===== src/rtl/bram_gate_pkg.sv =====
package bram_gate_pkg;
  localparam int unsigned CFG_W    = 32;
  localparam int unsigned ENA_POS  = 2;
  localparam int unsigned LOCK_POS = 3;

  typedef enum logic [1:0] {
    RGN_LOWER_OPEN = 2'd0,
    RGN_LOWER_WIN  = 2'd1,
    RGN_UPPER      = 2'd2
  } region_e;

  typedef struct packed {
    logic upper_en;
    logic lock;
  } ctrl_t;
endpackage


===== src/rtl/bram_gate_cfg.sv =====
module bram_gate_cfg
  import bram_gate_pkg::*;
#(
  parameter int unsigned W = CFG_W
) (
  input  logic           clk_i,
  input  logic           rst_ni,
  input  logic           we_i,
  input  logic [W/8-1:0] be_i,
  input  logic [W-1:0]   wdata_i,
  output ctrl_t          ctrl_o,
  output logic [W-1:0]   rdata_o
);
  localparam int unsigned BE_W      = W / 8;
  localparam int unsigned ENA_BYTE  = ENA_POS / 8;
  localparam int unsigned LOCK_BYTE = LOCK_POS / 8;

  logic upper_en_q, lock_q, written_q;
  logic ena_hit, lock_hit;

  assign ena_hit  = we_i && be_i[ENA_BYTE];
  assign lock_hit = we_i && be_i[LOCK_BYTE];

  always_ff @(posedge clk_i or negedge rst_ni) begin
    if (!rst_ni) begin
      upper_en_q <= 1'b0;
      lock_q     <= 1'b0;
      written_q  <= 1'b0;
    end else begin
      if (ena_hit) upper_en_q <= wdata_i[ENA_POS];
      // write-once: only the first targeting write lands
      if (lock_hit && !written_q) begin
        lock_q    <= wdata_i[LOCK_POS];
        written_q <= 1'b1;
      end
    end
  end

  assign ctrl_o.upper_en = upper_en_q;
  assign ctrl_o.lock     = lock_q;

  for (genvar i = 0; i < W; i++) begin : g_rd
    if (i == ENA_POS) begin : g_ena
      assign rdata_o[i] = upper_en_q;
    end else if (i == LOCK_POS) begin : g_lock
      assign rdata_o[i] = lock_q;
    end else begin : g_resv
      assign rdata_o[i] = 1'b0;
    end
  end

  logic unused_bits;
  assign unused_bits = ^{wdata_i, be_i, BE_W[0]};
endmodule


===== src/rtl/bram_gate_decode.sv =====
module bram_gate_decode
  import bram_gate_pkg::*;
#(
  parameter int unsigned          ADDR_W = 8,
  parameter logic [ADDR_W-1:0]    WIN_LO = 8'h38,
  parameter logic [ADDR_W-1:0]    WIN_HI = 8'h3F
) (
  input  logic [ADDR_W-1:0] addr_i,
  output region_e           region_o
);
  localparam int unsigned BANK_BIT = ADDR_W - 1;

  logic upper, in_win;
  assign upper  = addr_i[BANK_BIT];
  assign in_win = (addr_i >= WIN_LO) && (addr_i <= WIN_HI);

  always_comb begin
    if (upper)       region_o = RGN_UPPER;
    else if (in_win) region_o = RGN_LOWER_WIN;
    else             region_o = RGN_LOWER_OPEN;
  end
endmodule


===== src/rtl/bram_gate_filter.sv =====
module bram_gate_filter
  import bram_gate_pkg::*;
#(
  parameter int unsigned       ADDR_W = 8,
  parameter int unsigned       DATA_W = 8,
  parameter logic [DATA_W-1:0] FILL   = '1
) (
  input  logic              req_i,
  input  logic              we_i,
  input  logic [ADDR_W-1:0] addr_i,
  input  logic [DATA_W-1:0] wdata_i,
  input  region_e           region_i,
  input  ctrl_t             ctrl_i,
  input  logic [DATA_W-1:0] ram_rdata_i,
  output logic [ADDR_W-1:0] ram_addr_o,
  output logic              ram_we_o,
  output logic              ram_re_o,
  output logic [DATA_W-1:0] ram_wdata_o,
  output logic [DATA_W-1:0] rdata_o
);
  logic allow;

  always_comb begin
    unique case (region_i)
      RGN_UPPER:     allow = ctrl_i.upper_en;
      RGN_LOWER_WIN: allow = !ctrl_i.lock;
      default:       allow = 1'b1;
    endcase
  end

  assign ram_addr_o  = addr_i;
  assign ram_wdata_o = wdata_i;
  assign ram_we_o    = req_i && we_i && allow;
  assign ram_re_o    = req_i && !we_i && allow;
  assign rdata_o     = ram_re_o ? ram_rdata_i : FILL;
endmodule


===== src/rtl/bram_gate.sv =====
module bram_gate
  import bram_gate_pkg::*;
#(
  parameter int unsigned          ADDR_W = 8,
  parameter int unsigned          DATA_W = 8,
  parameter logic [ADDR_W-1:0]    WIN_LO = 8'h38,
  parameter logic [ADDR_W-1:0]    WIN_HI = 8'h3F,
  parameter logic [DATA_W-1:0]    FILL   = 8'hFF
) (
  input  logic              clk_i,
  input  logic              rst_ni,
  input  logic              cfg_we_i,
  input  logic [3:0]        cfg_be_i,
  input  logic [31:0]       cfg_wdata_i,
  output logic [31:0]       cfg_rdata_o,
  input  logic              host_req_i,
  input  logic              host_we_i,
  input  logic [ADDR_W-1:0] host_addr_i,
  input  logic [DATA_W-1:0] host_wdata_i,
  output logic [DATA_W-1:0] host_rdata_o,
  output logic [ADDR_W-1:0] ram_addr_o,
  output logic              ram_we_o,
  output logic              ram_re_o,
  output logic [DATA_W-1:0] ram_wdata_o,
  input  logic [DATA_W-1:0] ram_rdata_i
);
  ctrl_t   ctrl;
  region_e region;

  bram_gate_cfg #(.W(CFG_W)) u_cfg (
    .clk_i  (clk_i),
    .rst_ni (rst_ni),
    .we_i   (cfg_we_i),
    .be_i   (cfg_be_i),
    .wdata_i(cfg_wdata_i),
    .ctrl_o (ctrl),
    .rdata_o(cfg_rdata_o)
  );

  bram_gate_decode #(.ADDR_W(ADDR_W), .WIN_LO(WIN_LO), .WIN_HI(WIN_HI)) u_dec (
    .addr_i  (host_addr_i),
    .region_o(region)
  );

  bram_gate_filter #(.ADDR_W(ADDR_W), .DATA_W(DATA_W), .FILL(FILL)) u_flt (
    .req_i      (host_req_i),
    .we_i       (host_we_i),
    .addr_i     (host_addr_i),
    .wdata_i    (host_wdata_i),
    .region_i   (region),
    .ctrl_i     (ctrl),
    .ram_rdata_i(ram_rdata_i),
    .ram_addr_o (ram_addr_o),
    .ram_we_o   (ram_we_o),
    .ram_re_o   (ram_re_o),
    .ram_wdata_o(ram_wdata_o),
    .rdata_o    (host_rdata_o)
  );
endmodule


===== config.mk =====
export PLATFORM = sky130hd
export DESIGN_NAME = bram_gate
export DESIGN_NICKNAME = d
export VERILOG_FILES = /design/src/rtl/bram_gate_pkg.sv /design/src/rtl/bram_gate_cfg.sv /design/src/rtl/bram_gate_decode.sv /design/src/rtl/bram_gate_filter.sv /design/src/rtl/bram_gate.sv
export SDC_FILE = /design/constraint.sdc
export NUM_CORES = 1
export LEC_CHECK = 0
export ABC_AREA = 1
export BUFFER_PORTS_ARGS = -buffer_cell sky130_fd_sc_hd__buf_2
export CORE_MARGIN = 1.5
export CORE_UTILIZATION = 28
export DETAILED_ROUTE_END_ITERATION = 8
export GPL_TIMING_DRIVEN = 0
export PLACE_DENSITY = 0.86
export SKIP_CTS_REPAIR_TIMING = 1
export SLEW_MARGIN = 20
export SYNTH_ARGS = -nofsm -noshare
export SYNTH_HDL_FRONTEND = slang
export SYNTH_SLANG_ARGS = --single-unit

===== constraint.sdc =====
create_clock -name clk_i -period 1.4 [get_ports clk_i]
set_input_delay 0.21 -clock clk_i [delete_from_list [all_inputs] [get_ports clk_i]]
set_output_delay 0.21 -clock clk_i [all_outputs]
set_load 0.03 [all_outputs]

==> run summary <==
biggest cell delay along the critical path - 0.35 ns
Detail Placement HPWL - 1360 um
Critical Path AT - 1.20 ns
mux cell area share after synthesis - 0
yosys warns - 0
DRT iter0 DRCs - 2
max frequency - 0.707 GHz
Layout Nets - 242
Synth top area share - 0.555
crit path from - u_cfg.lock_q$_DFFE_PN0P_
kind of cell adding the most delay to the critical path - simple AND/OR/NAND/NOR gates
antenna viol nets, final - 0
Max H-tree Level - 1
row cnt - 17
Seq cells post-synth - 3
Buf+Inv Stages, Crit Path - 2
clock latency on the worst-skew pair - 0.23 ns
Detailed Routing Iterations Pass 1 - 4
Area contributors post-synth - buf_4 55%, dfrtp_1 12%, inv_1 8.7%
share of layout cells above drive strength 1 - 0.619
Seq/Total Area, Yosys - 0.116
hold path cells - 3
Hold Violations, Final - 0
Synth Instances - 92
register area - 75.1 um^2
adder-cell share of the synthesized area - 0
post-route DRC violation count - 0
CP required - 1.19 ns
Final Setup Violations - 1
outcome - finished, violations left
FF-to-FF path depth - 4
pwr dens - 592 mW/mm^2
CP Cell Sequence - inv_2 > nor2_4 > nand3_4 > nand2_2 > nor2_1 > buf_4
Longest Clk Path Bufs - 2
hold crit path type - in -> reg
Crit path depth - 6
total clock sinks - 3
post-synthesis compound-gate area fraction - 0.0154
failing checks - negative setup slack
Final Worst Setup Slack - -0.0136 ns
endpoint class of the critical path - primary output
Crit Path Max Fanout - 4
final core occ - 0.530
slowest cell on the critical path - dfrtp_1
first-pass GRT wire length - 2120 um
Layout Area Growth over Synthesis - 78.8%
Placeable Area - 0.00219 mm^2
Die Height - 51.2 um
Post-Synth XOR/XNOR Area - 0
Worst setup SP type - flip-flop
drt wl/cell - 8.18 um
via-per-instance ratio - 3.62
CTS tree - yes
RSZ-0062 raised after global routing - true
Hold Path Origin - cfg_be_i[0]
grt ovf - 0
Post-synth top cells - 48 x buf_4, 15 x inv_1, 8 x nand4_1, 4 x nand2_1, 4 x nor2_1
Netlist cell types - 13
IO Pins - 123
via count - 739
most used flip-flop cell after synthesis - dfrtp_1
Post-synth EDFFs - 0
r2r startpoint - u_cfg.written_q$_DFFE_PN0P_
Syn Area/Cell - 7.06 um^2
Die W - 51.2 um
largest family of logic cells by synthesized area - buffers and inverters
maximum VDD drop - 373 uV
dpl ws - 0.206 ns
Synth Area in Simple Gates - 0.222
die area - 0.00262 mm^2
Total Routing Usage GR - 0.108
critical path class - reg -> out
Post-Route WL - 1670 um
Slew Viols, Final - 0
Async SR Flop Fraction - 1.00
fillers - 233
CTS buffer count - 3
number of global-route vias before repair - 573
top-count cell post-synth - buf_4
Layout Skew - 0.00247 ns
antenna cells - 0
area leader, netlist - buf_4
final estimated routing congestion in global placement - 0.684
pin count of the biggest net entering global routing - 10
Period Utilization, post-route - 1.01
Root Driver - clkbuf_4
post-layout min period - 1.41 ns
static leakage - 0.738 nW
synthesized area - 649 um^2
Starting Density - 0.296
antenna violations before repair - 0
total of max-cap violations - 0
CTS clk-pin slew, worst paths - 0.04 ns
multi-input logic area - 292 um^2
I/O Buffers - 48
path summary, 6_finish.rpt:
check / end / slack, ns
setup / recovery: ram_re_o / -0.01
hold / removal: u_cfg.written_q$_DFFE_PN0P_ / 0.24
setup reg to reg: u_cfg.lock_q$_DFFE_PN0P_ / 0.63
hold reg to reg: u_cfg.written_q$_DFFE_PN0P_ / 0.46
max in group asynchronous: u_cfg.upper_en_q$_DFFE_PN0P_ / 0.98
min in group asynchronous: u_cfg.lock_q$_DFFE_PN0P_ / 0.32
power breakdown:
group	switching, mW	leakage [nW]	total [mW]	internal (mW)
Clock	0.0458	0.0150	0.153	0.107
Combinational	0.274	0.694	0.442	0.168
Sequential	0.00165	0.0284	0.0925	0.0908
final cells by class:
| class | count | share of cell area |
|---|---|---|
| Clock buffer | 4 | 0.0226 |
| Tap cell | 28 | 0.0302 |
| Buffer | 48 | 0.310 |
| Timing Repair Buffer | 50 | 0.273 |
| Sequential cell | 3 | 0.0647 |
| Multi-Input combinational cell | 56 | 0.251 |
| Inverter | 15 | 0.0485 |
registers in the layout (all words and copies together), names as in the netlist:
| register | flops |
|---|---|
| u_cfg.written_q | 1 |
| u_cfg.lock_q | 1 |
| u_cfg.upper_en_q | 1 |
per-layer routing:
metal / track usage / part of all wire / up-vias
met2: 0.236 / 0.59 / 48
li1: - / - / 376
met4: 0.0676 / 0.010 / 0
met1: 0.0816 / 0.28 / 313
met5: 0 / 0 / -
met3: 0.0205 / 0.11 / 2
cell usage in the layout, fill, tap and decap left out, drive strengths merged:
master / count
buf: 97
dfrtp: 3
a21oi: 2
dlygate4sd3: 1
nand4: 8
nand3: 3
inv: 15
nor2: 7
conb: 30
nand2: 6
clkbuf: 4
metrics by stage:
stage          hold WS (ns)  instances  setup TNS [ns]  cell area [um^2]  power [mW]
3_5_place_dp        0.00968        197               0              1030       0.506
2_1_floorplan       -0.0856        121               0               758       0.430
6_report              0.235        204         -0.0136              1160       0.687
4_1_cts              -0.240        201          -0.353              1060       0.662
5_1_grt               0.229        204          -0.775              1160       0.737
3_3_place_gp        0.00541        197               0              1030       0.502
worst reg2reg max path, cell delays in order, from the launching register on:
cell	delay [ns]
dfrtp_1	0.36
inv_1	0.07
nand3_1	0.08
nor2_1	0.09
a21oi_1	0.05
logic make-up (layout without fill, tap and decap cells):
| kind of cell | count (synthesis) | after routing |
|---|---|---|
| AO/OA/AOI/OAI | 2 | 2 |
| buffers and inverters | 63 | 117 |
| flip-flops | 3 | 3 |
| other | 1 | 30 |
| AND/OR/NAND/NOR | 23 | 24 |
Note: power is estimated with default switching activity, not from simulation.
